===== config.mk =====
export PLATFORM = sky130hd
export DESIGN_NAME = potCmdDecoder
export DESIGN_NICKNAME = d
export VERILOG_FILES = /design/src/rtl/potCmdPkg.sv /design/src/rtl/potSpiSync.sv /design/src/rtl/potCmdCtrl.sv /design/src/rtl/potCmdDatapath.sv /design/src/rtl/potCmdDecoder.sv
export SDC_FILE = /design/constraint.sdc
export NUM_CORES = 1
export LEC_CHECK = 0
export BUFFER_PORTS_ARGS = -buffer_cell sky130_fd_sc_hd__clkbuf_2
export CORE_MARGIN = 2
export CORE_UTILIZATION = 59
export CTS_BUF_LIST = sky130_fd_sc_hd__clkbuf_8
export DETAILED_ROUTE_END_ITERATION = 6
export PLACE_DENSITY = 0.88
export SLEW_MARGIN = 20
export SYNTH_ARGS = -nofsm -noshare
export SYNTH_HDL_FRONTEND = slang
export SYNTH_SLANG_ARGS = --single-unit

===== constraint.sdc =====
create_clock -name clk -period 2.24 [get_ports clk]
set_clock_uncertainty 0.05 [all_clocks]
set_input_delay 0.224 -clock clk [delete_from_list [all_inputs] [get_ports clk]]
set_output_delay 0.224 -clock clk [all_outputs]
set_load 0.05 [all_outputs]

===== src/rtl/potCmdPkg.sv =====
package potCmdPkg;
  localparam int BYTE_W = 8;
  localparam int CNT_W = $clog2(BYTE_W);
  localparam logic [3:0] DEV_TYPE = 4'b0101;

  localparam logic [3:0] OP_RD_WIPER     = 4'b1001;
  localparam logic [3:0] OP_WR_WIPER     = 4'b1010;
  localparam logic [3:0] OP_RD_REG       = 4'b1011;
  localparam logic [3:0] OP_WR_REG       = 4'b1100;
  localparam logic [3:0] OP_REG_TO_WIPER = 4'b1101;
  localparam logic [3:0] OP_WIPER_TO_REG = 4'b1110;
  localparam logic [3:0] OP_STEP         = 4'b0010;
  localparam logic [3:0] OP_STATUS       = 4'b0101;

  typedef enum logic [1:0] {SRC_WIPER, SRC_REG, SRC_STATUS} readSel_e;

  typedef enum logic [2:0] {PH_OFF, PH_ID, PH_INSTR, PH_DATA, PH_STEP, PH_SKIP} phase_e;

  typedef enum logic [2:0] {
    CMD_NONE, CMD_RD, CMD_WR_WIPER, CMD_WR_REG, CMD_REG_TO_WIPER, CMD_WIPER_TO_REG
  } cmd_e;

  typedef struct packed {
    logic     shiftIn;
    logic     captureInstr;
    logic     captureData;
    logic     loadRead;
    readSel_e readSel;
    logic     shiftOut;
    logic     clearOut;
    logic     commitWiper;
    logic     commitReg;
    logic     loadFromReg;
    logic     storeFromWiper;
  } dpCtrl_t;
endpackage


===== src/rtl/potSpiSync.sv =====
module potSpiSync #(
  parameter int STAGES = 2
) (
  input  logic clk,
  input  logic rstN,
  input  logic sckIn,
  input  logic csNIn,
  input  logic siIn,
  input  logic holdNIn,
  output logic sckRise,
  output logic sckFall,
  output logic csFall,
  output logic csRise,
  output logic siS,
  output logic holdS
);
  localparam int CUR = STAGES - 1;
  localparam int PREV = STAGES;

  logic [STAGES:0] sckQ, csQ, siQ, holdQ;

  // select resets low so that a select already low at reset is not an edge
  always_ff @(posedge clk or negedge rstN) begin
    if (!rstN) begin
      sckQ  <= '0;
      csQ   <= '0;
      siQ   <= '0;
      holdQ <= '0;
    end else begin
      sckQ  <= {sckQ[STAGES-1:0], sckIn};
      csQ   <= {csQ[STAGES-1:0], csNIn};
      siQ   <= {siQ[STAGES-1:0], siIn};
      holdQ <= {holdQ[STAGES-1:0], holdNIn};
    end
  end

  assign sckRise = sckQ[CUR] & ~sckQ[PREV];
  assign sckFall = ~sckQ[CUR] & sckQ[PREV];
  assign csFall  = ~csQ[CUR] & csQ[PREV];
  assign csRise  = csQ[CUR] & ~csQ[PREV];
  assign siS     = siQ[CUR];
  assign holdS   = holdQ[CUR] & holdQ[PREV];
endmodule


===== src/rtl/potCmdCtrl.sv =====
module potCmdCtrl
  import potCmdPkg::*;
(
  input  logic                clk,
  input  logic                rstN,
  input  logic                sckRise,
  input  logic                sckFall,
  input  logic                csFall,
  input  logic                csRise,
  input  logic                siS,
  input  logic                holdS,
  input  logic [BYTE_W-1:0]   nextByte,
  input  logic [1:0]          devAddr,
  input  logic                wrProtN,
  output dpCtrl_t             dp,
  output logic                readActive,
  output logic                wiperLoad,
  output logic                regWrEn,
  output logic                wiperStep,
  output logic                wiperUp
);
  localparam logic [CNT_W-1:0] LAST_BIT = CNT_W'(BYTE_W - 1);

  phase_e          phase;
  cmd_e            cmd;
  readSel_e        readSelQ;
  logic [CNT_W-1:0] bitCnt;
  logic            complete;
  logic            loadPend;
  logic            rise, fall, counting, byteEnd;
  logic            idMatch;

  assign rise     = sckRise & holdS;
  assign fall     = sckFall & holdS;
  assign counting = phase inside {PH_ID, PH_INSTR, PH_DATA};
  assign byteEnd  = rise && counting && (bitCnt == LAST_BIT);
  assign idMatch  = (nextByte[7:4] == DEV_TYPE) && (nextByte[3:2] == 2'b00)
                    && (nextByte[1:0] == devAddr);

  always_comb begin
    dp = '0;
    dp.shiftIn        = rise && counting;
    dp.captureInstr   = byteEnd && (phase == PH_INSTR);
    dp.captureData    = byteEnd && (phase == PH_DATA) && (cmd != CMD_RD);
    dp.loadRead       = loadPend;
    dp.readSel        = readSelQ;
    dp.shiftOut       = fall && readActive;
    dp.clearOut       = csRise;
    dp.commitWiper    = csRise && complete
                        && (cmd == CMD_WR_WIPER || cmd == CMD_REG_TO_WIPER);
    dp.commitReg      = csRise && complete && wrProtN
                        && (cmd == CMD_WR_REG || cmd == CMD_WIPER_TO_REG);
    dp.loadFromReg    = (cmd == CMD_REG_TO_WIPER);
    dp.storeFromWiper = (cmd == CMD_WIPER_TO_REG);
  end

  always_ff @(posedge clk or negedge rstN) begin
    if (!rstN) begin
      phase      <= PH_OFF;
      cmd        <= CMD_NONE;
      readSelQ   <= SRC_WIPER;
      bitCnt     <= '0;
      complete   <= 1'b0;
      loadPend   <= 1'b0;
      readActive <= 1'b0;
    end else if (csFall) begin
      phase      <= PH_ID;
      cmd        <= CMD_NONE;
      bitCnt     <= '0;
      complete   <= 1'b0;
      loadPend   <= 1'b0;
      readActive <= 1'b0;
    end else if (csRise) begin
      phase      <= PH_OFF;
      cmd        <= CMD_NONE;
      complete   <= 1'b0;
      loadPend   <= 1'b0;
      readActive <= 1'b0;
    end else begin
      loadPend <= 1'b0;
      if (loadPend) readActive <= 1'b1;
      if (rise && counting) bitCnt <= bitCnt + 1'b1;
      if (byteEnd) begin
        unique case (phase)
          PH_ID: phase <= idMatch ? PH_INSTR : PH_SKIP;
          PH_INSTR: begin
            phase <= PH_SKIP;
            case (nextByte[7:4])
              OP_RD_WIPER: begin
                cmd <= CMD_RD; readSelQ <= SRC_WIPER; loadPend <= 1'b1; phase <= PH_DATA;
              end
              OP_RD_REG: begin
                cmd <= CMD_RD; readSelQ <= SRC_REG; loadPend <= 1'b1; phase <= PH_DATA;
              end
              OP_STATUS: begin
                cmd <= CMD_RD; readSelQ <= SRC_STATUS; loadPend <= 1'b1; phase <= PH_DATA;
              end
              OP_WR_WIPER: begin cmd <= CMD_WR_WIPER; phase <= PH_DATA; end
              OP_WR_REG:   begin cmd <= CMD_WR_REG;   phase <= PH_DATA; end
              OP_REG_TO_WIPER: if (nextByte[1:0] == 2'b00) begin
                cmd <= CMD_REG_TO_WIPER; complete <= 1'b1;
              end
              OP_WIPER_TO_REG: if (nextByte[1:0] == 2'b00) begin
                cmd <= CMD_WIPER_TO_REG; complete <= 1'b1;
              end
              OP_STEP: phase <= PH_STEP;
              default: ;
            endcase
          end
          PH_DATA: begin
            phase <= PH_SKIP;
            if (cmd != CMD_RD) complete <= 1'b1;
          end
          default: ;
        endcase
      end
    end
  end

  always_ff @(posedge clk or negedge rstN) begin
    if (!rstN) begin
      wiperLoad <= 1'b0;
      regWrEn   <= 1'b0;
      wiperStep <= 1'b0;
      wiperUp   <= 1'b0;
    end else begin
      wiperLoad <= dp.commitWiper;
      regWrEn   <= dp.commitReg;
      wiperStep <= rise && (phase == PH_STEP) && !csRise && !csFall;
      if (rise && phase == PH_STEP) wiperUp <= siS;
    end
  end
endmodule


===== src/rtl/potCmdDatapath.sv =====
module potCmdDatapath
  import potCmdPkg::*;
(
  input  logic              clk,
  input  logic              rstN,
  input  dpCtrl_t           dp,
  input  logic              siS,
  input  logic [BYTE_W-1:0] wiperVal,
  input  logic [BYTE_W-1:0] regRdData,
  input  logic              writeBusy,
  output logic [BYTE_W-1:0] nextByte,
  output logic [3:0]        regAddr,
  output logic              soBit,
  output logic [BYTE_W-1:0] wiperLoadData,
  output logic [BYTE_W-1:0] regWrData
);
  logic [BYTE_W-1:0] inShift, dataReg, outShift, readData;
  logic [3:0]        ptrReg;

  assign nextByte = {inShift[BYTE_W-2:0], siS};
  assign regAddr  = {ptrReg[1:0], ptrReg[3:2]};

  always_comb begin
    unique case (dp.readSel)
      SRC_REG:    readData = regRdData;
      SRC_STATUS: readData = {{(BYTE_W-1){1'b0}}, writeBusy};
      default:    readData = wiperVal;
    endcase
  end

  always_ff @(posedge clk or negedge rstN) begin
    if (!rstN) begin
      inShift       <= '0;
      ptrReg        <= '0;
      dataReg       <= '0;
      outShift      <= '0;
      soBit         <= 1'b0;
      wiperLoadData <= '0;
      regWrData     <= '0;
    end else begin
      if (dp.shiftIn)      inShift <= nextByte;
      if (dp.captureInstr) ptrReg  <= nextByte[3:0];
      if (dp.captureData)  dataReg <= nextByte;
      if (dp.clearOut) begin
        outShift <= '0;
        soBit    <= 1'b0;
      end else if (dp.loadRead) begin
        outShift <= readData;
      end else if (dp.shiftOut) begin
        soBit    <= outShift[BYTE_W-1];
        outShift <= {outShift[BYTE_W-2:0], 1'b0};
      end
      if (dp.commitWiper) wiperLoadData <= dp.loadFromReg ? regRdData : dataReg;
      if (dp.commitReg)   regWrData     <= dp.storeFromWiper ? wiperVal : dataReg;
    end
  end
endmodule


===== src/rtl/potCmdDecoder.sv =====
module potCmdDecoder
  import potCmdPkg::*;
#(
  parameter int SYNC_STAGES = 2
) (
  input  logic              clk,
  input  logic              rstN,
  input  logic              spiSck,
  input  logic              spiCsN,
  input  logic              spiSi,
  input  logic              spiHoldN,
  input  logic              wrProtN,
  input  logic [1:0]        devAddr,
  input  logic              writeBusy,
  input  logic [BYTE_W-1:0] wiperVal,
  input  logic [BYTE_W-1:0] regRdData,
  output logic              spiSo,
  output logic              soOe,
  output logic [3:0]        regAddr,
  output logic              regWrEn,
  output logic [BYTE_W-1:0] regWrData,
  output logic              wiperLoad,
  output logic [BYTE_W-1:0] wiperLoadData,
  output logic              wiperStep,
  output logic              wiperUp
);
  logic sckRise, sckFall, csFall, csRise, siS, holdS;
  logic readActive;
  logic [BYTE_W-1:0] nextByte;
  dpCtrl_t dp;

  potSpiSync #(.STAGES(SYNC_STAGES)) u_sync (
    .clk(clk), .rstN(rstN), .sckIn(spiSck), .csNIn(spiCsN), .siIn(spiSi),
    .holdNIn(spiHoldN), .sckRise(sckRise), .sckFall(sckFall), .csFall(csFall),
    .csRise(csRise), .siS(siS), .holdS(holdS)
  );

  potCmdCtrl u_ctrl (
    .clk(clk), .rstN(rstN), .sckRise(sckRise), .sckFall(sckFall),
    .csFall(csFall), .csRise(csRise), .siS(siS), .holdS(holdS),
    .nextByte(nextByte), .devAddr(devAddr), .wrProtN(wrProtN), .dp(dp),
    .readActive(readActive), .wiperLoad(wiperLoad), .regWrEn(regWrEn),
    .wiperStep(wiperStep), .wiperUp(wiperUp)
  );

  potCmdDatapath u_dp (
    .clk(clk), .rstN(rstN), .dp(dp), .siS(siS), .wiperVal(wiperVal),
    .regRdData(regRdData), .writeBusy(writeBusy), .nextByte(nextByte),
    .regAddr(regAddr), .soBit(spiSo), .wiperLoadData(wiperLoadData),
    .regWrData(regWrData)
  );

  // release the line at once from the raw pins, without waiting for synchronizers
  assign soOe = readActive & ~spiCsN & spiHoldN;
endmodule


After elaboration in Yosys (flattened, before gate mapping)
Cells that the tools add are included.
{ "classes": {"addsub": 1, "eq_ne": 28, "muxes": 41, "bitwise_logic": 16, "n_reduce_logical": 41} }
{ "ops": {"columns": ["op", "count"], "rows": [
  ["$mux W8", 5],
  ["$mux W3", 13],
  ["$eq A4 B4 Y1 const B", 6],
  ["$reduce_bool A3 Y1", 6],
  ["$mux W1", 17],
  ["$pmux W8 S2", 1],
  ["$logic_and A1 B1 Y1", 15],
  ["$pmux W3 S5", 1],
  ["$reduce_and A5 Y1", 3],
  ["$eq A3 B2 Y1 const B", 4],
  ["$eq A3 B3 Y1 const B", 4],
  ["$ne A4 B2 Y1 const B", 3],
  ["$and A1 B1 Y1", 9],
  ["$pmux W3 S3", 1],
  ["$ne A4 B1 Y1 const B", 2],
  ["$not A1 Y1", 7],
  ["$reduce_bool A7 Y1", 1],
  ["$pmux W2 S3", 1],
  ["$pmux W3 S2", 1],
  ["$reduce_and A2 Y1", 3],
  ["$reduce_bool A5 Y1", 1],
  ["$reduce_or A5 Y1", 1],
  ["$eq A4 B2 Y1 const B", 1],
  ["$eq A4 B3 Y1 const B", 1],
  ["other kinds (15)", 20]
]} }
{ "word_totals": {"ff_bits": 73, "input_bits": 26, "output_inout_bits": 26, "wordCells": 149} }

Longest topological paths before layout
{ "depth": {"ltp_word": 8, "depth_mapped": 7, "depth_no_buf": 6} }

Modules after synthesis
From an unflattened synthesis, not the netlist that was laid out.
{ "hier_totals": {"cells_unflattened": 303, "area_unflattened_um2": 3378.2} }
{ "by_module_without_submodules": {"columns": ["module", "instances", "cells_each", "area_per_inst_um2", "seq_area_each_um2"], "rows": [
  ["potCmdDatapath", 1, 167, 2010.7, 1101.1],
  ["potCmdCtrl", 1, 119, 1042.2, 450.4],
  ["potSpiSync", 1, 16, 316.6, 275.3],
  ["potCmdDecoder", 1, 1, 8.8, 0.0]
]} }

Least setup slack after synthesis
OpenSTA, ideal clock, no wires.
{ "synth_timing": {"path_kind": "flip-flop to flip-flop", "from": "reg u_sync.csQ[2]", "to": "reg u_dp.wiperLoadData[6]", "setup_ps": 77, "arrival_time_ps": 1505, "t_required_ps": 2113, "path_slack_ps": 607, "stages_incl_launch_ff": 8, "n_path_buf": 1, "synth_period_minus_slack_ps": 1633, "cell_sequence": "dfrtp_1 inv_1 ha_1 nand2_1 nor3_2 buf_2 nor2_1 a21oi_1"} }
{ "synth_rtl": {"columns": ["element", "line_no", "text"], "rows": [
  ["from (decl)", "potSpiSync.sv:20", "logic [STAGES:0] sckQ, csQ, siQ, holdQ;"],
  ["from (signal assigned)", "potSpiSync.sv:31", "csQ <= {csQ[STAGES-1:0], csNIn};"],
  ["to (signal assigned)", "potCmdDatapath.sv:53", "if (dp.commitWiper) wiperLoadData <= dp.loadFromReg ? regRdData : dataReg;"],
  ["to (decl)", "potCmdDatapath.sv:14", "output logic [BYTE_W-1:0] wiperLoadData,"]
]} }

Worst setup path in the final report
{ "layout_timing": {"from": "reg u_dp.inShift[5]", "to": "reg u_ctrl.phase[1]"} }
{ "layout_via": {"elab_chain_cells": 8, "elab_cells_between_ends": 15, "classes_between": "6 x eq/ne; 6 x mux; 3 x reduce/logical"} }
{ "layout_lines": {"columns": ["element", "line_no", "text"], "rows": [
  ["from (decl)", "potCmdDatapath.sv:17", "logic [BYTE_W-1:0] inShift, dataReg, outShift, readData;"],
  ["from (signal assigned)", "potCmdDatapath.sv:41", "if (dp.shiftIn) inShift <= nextByte;"],
  ["parallel branches: the longest is 4 deep, another holds $reduce_or A5 Y1", null, null],
  ["$pmux W3 S3 (*)", "potCmdCtrl.sv:84", "unique case (phase)"],
  ["$mux W3 (*)", "potCmdCtrl.sv:83", "if (byteEnd) begin"],
  ["$mux W3 (*)", "potCmdCtrl.sv:73", "end else if (csRise) begin"],
  ["$mux W3 (*)", "potCmdCtrl.sv:66", "end else if (csFall) begin"],
  ["to (signal assigned)", "potCmdCtrl.sv:85", "PH_ID: phase <= idMatch ? PH_INSTR : PH_SKIP;"],
  ["to (decl)", "potCmdCtrl.sv:24", "phase_e phase;"]
]} }
Every way passes the cells marked *. The select of a mux whose other input is x is not followed.
A chain may end at the register's enable or synchronous reset.

==> results by group <==
Outcome
  – Status: finished clean

Synth
  – Post-synth EDFFs: 0
  – Post-synthesis cell type count: 53
  – Mapped Cells: about 310
  – Cell taking the most area after synthesis: dfrtp_1
  – Yosys reg bits: 73
  – Mapped cell area: 3480 µm²
  – Total number of yosys warnings: 0
  – Synthesized Nets: 344
  – FFs w/ async S/R, synth: 100%
  – Top_reg_cell synth: dfrtp_1
  – Register area share after synthesis: ~52%
  – Dominant cells by area after synthesis: dfrtp_1, mux2_2, mux2i_1
  – Syn_area_per_cell: 11.2 µm²
  – Post-synth top area share: between 50% and 60%

Layout
  – Multi-input logic area: 1550 µm²
  – Nets: 403
  – # diodes: 0
  – Final Cell Area: between 4000 and 5000 µm²
  – Area delta synth->final: 17.5%
  – Finished Layout Cells: 447
  – Fill cells: 416
  – Share of cells above drive strength 1: 29.6%
  – Storage cell area: about 1800 µm²

Detailed routing
  – DR vias/cell: 5.76
  – Final WL: 7760 µm
  – Initial DRT Pass Iterations: 4
  – Initial drt markers: 128
  – Post-route ant nets: 0
  – Wire per inst: 17.4 µm
  – Via count: 2,574
  – DRC: 0

Clocking
  – CTS sink count: 73
  – Clock buffer count from CTS: 9
  – CTS H-tree lvls: 3
  – Post-cts gate resize count: 0
  – Clock-pin transition on the worst setup and hold timing paths: 70 ps
  – Clk buf depth: 2
  – Post-CTS setup buffers: 0
  – Hold-fix buffers, CTS: 5
  – TritonCTS clock tree: yes
  – Clk_lat worst skew: 350 ps
  – Root Driver: clkbuf_8

Pwr
  – Reg power frac: 51.4%
  – Leakage: 0.00202 µW
  – Combinational power share: 7.7%
  – Worst vdd ir: 0.461 mV
  – Clock network fraction of total power: roughly 41%
  – Internal: 2110 µW
  – Pwr/cell area: 679 nW/µm²
  – Sw frac: 24.1%
  – Switching pwr: 669 µW

Timing
  – Tmin final: between 1500 and 2000 ps
  – Fin. Hold Viols: 0
  – Max-slew violations: 0
  – Final setup fails: 0
  – Fmax: 546 MHz
  – Worst Tran Pin Value: 594 ps
  – Crit share post-route: 81.8%
  – Worst slew margin: 60.4%
  – RSZ-0062 raised after global routing: no
  – Post-Route Setup TNS: 0 ps

Placement
  – DP Area: 3820 µm²
  – GPL Wtd Cong: 0.895
  – # port buffers: 51
  – Post-placement cell count: 426
  – Detailed Place HPWL: 5270 µm

Floorplanning
  – I/O Pins: 52
  – Die Span X: 80.8 µm
  – Die H: 80.8 µm
  – Total die area: 6530 µm²
  – Cell Rows: 27
  – Core Region: 5610 µm²
  – Initial Utilization: 62.1%

Setup path
  – CP required: between 2000 and 2500 ps
  – Startpoint types: register
  – CP cell instances: or3b_1 > or2_4 > o31ai_4 > o221a_2
  – Worst Path Buf+Inv: 0
  – Critical Path End Type: register
  – Setup CP Type: register to register
  – Worst Path Max Fanout: 12
  – Worst path top cell family by delay: simple AND/OR/NAND/NOR gates
  – Max incr delay on CP: 550 ps
  – Worst Path Arrival: 2070 ps
  – Slowest-stage cell, CP: dfrtp_1

GRT
  – Vias in the first global route: 2,624
  – First-pass GRT wire length: roughly 13,000 µm
  – Antenna violations before repair: 0
  – Largest net degree at the start of global routing: 74
  – Tot GR Track Use: 26.3%
  – GRT overflow: 0

Flow run
  – Max Cap Viol: 0

Min path
  – Worst hold path class: input port to register
-- worst min-delay path: stages --
cell	delay (ps)
clkbuf_2	90
mux2i_1	60
a21oi_1	130
-- kinds of logic after synthesis --
logic type / after synthesis / synth area share (%)
AOI/OAI and AO/OA: 64 / 13.1
and+or+nand+nor: 92 / 13.6
DFF: 73 / 52.4
adders and majority gates: 7 / 2.51
xor gates and xnor gates: 6 / 1.51
muxes: 45 / 13.9
buffers and inverters: 24 / 3.02
-- layer usage --
metal	global-route usage [%]	share of wire (%)	vias up	routed length, µm
met5	0	0	-	0
met4	10.8	1.8	0	143
met3	5.44	3.9	13	304
met2	42.5	49	69	3830
met1	34.7	45	1262	3480
li1	-	-	1230	-
-- cells in the final DEF (no fill, tap or decap), types with 2 or more instances in the layout --
cell type	count
dfrtp_1	73
clkbuf_2	50
nand2_1	27
nor2_1	27
mux2_2	26
a21oi_1	20
mux2i_1	19
inv_1	10
o211ai_1	10
clkbuf_8	10
o21ai_0	9
nand3_1	7
o211a_1	7
ha_1	7
buf_4	6
dlygate4sd3_1	5
xnor2_1	3
nand3b_1	3
nor2b_1	3
nand4_1	3
xor2_1	3
nor3_2	2
nor3b_1	2
and2_1	2
o311a_1	2
nand3_2	2
nand2b_1	2
and3_1	2
a31oi_1	2
clkinv_2	2
bufinv_16	2
-- cell usage after synthesis (5+ instances only) --
library cell	count
a21oi_1	20
buf_2	5
clkbuf_1	7
dfrtp_1	73
ha_1	7
inv_1	9
mux2_2	26
mux2i_1	19
nand2_1	27
nand3_1	7
nor2_1	27
o211a_1	7
o211ai_1	10
o21ai_0	9
-- stage by stage --
step / util (%) / power, µW / hold slack (ps) / setup slack (ps)
2_1_floorplan: - / 1550 / -122 / 607
3_3_place_gp: 68.2 / 1650 / 231 / 476
3_5_place_dp: 68.2 / 1660 / 242 / 441
4_1_cts: 73.0 / 2800 / 140 / 419
5_1_grt: 73.0 / 2880 / 162 / 349
6_report: 73.0 / 2780 / 152 / 408
-- layout make-up --
class	count	area share, %
clock buffers	10	3.36
multi-input cells	214	37.9
well taps	72	2.20
inverters	9	0.825
repair buffers	63	9.05
flip-flops and latches	73	44.6
clock inverters	6	2.02
-- state kept, by name, summed over array words and instances (netlist names) --
name,flops
u_ctrl.phase,3
u_dp.outShift,8
u_dp.soBit,1
u_sync.siQ,2
u_dp.inShift,7
u_sync.sckQ,3
u_ctrl.readActive,1
u_ctrl.regWrEn,1
u_ctrl.wiperStep,1
u_ctrl.complete,1
u_ctrl.wiperUp,1
u_sync.holdQ,3
u_ctrl.readSelQ,2
u_dp.regWrData,8
u_ctrl.loadPend,1
u_ctrl.cmd,3
u_dp.dataReg,8
u_ctrl.bitCnt,3
u_dp.wiperLoadData,8
u_sync.csQ,3
u_dp.ptrReg,4
u_ctrl.wiperLoad,1
-- path summary, 6_finish.rpt --
kind	start	endpoint	slack (ps)	depth (start not counted)
setup / recovery	u_dp.inShift[5]	u_ctrl.phase[1]	410	4
hold / removal	regRdData[4]	u_dp.wiperLoadData[4]	150	3
setup reg to reg	u_dp.inShift[5]	u_ctrl.phase[1]	410	4
hold reg to reg	u_sync.holdQ[0]	u_sync.holdQ[1]	300	0
max in group asynchronous	rstN	u_sync.sckQ[1]	1440	3
min in group asynchronous	rstN	u_ctrl.wiperLoad	370	3
-- power groups by stage --
stage / Clock [µW] / Sequential [µW] / Combinational (µW)
2_1_floorplan: 0 / 1420 / 127
3_3_place_gp: 0 / 1450 / 198
3_5_place_dp: 0 / 1450 / 204
4_1_cts: 1150 / 1430 / 215
5_1_grt: 1210 / 1440 / 234
6_report: 1140 / 1430 / 214
No activity file was read; power rests on OpenSTA's default activity.
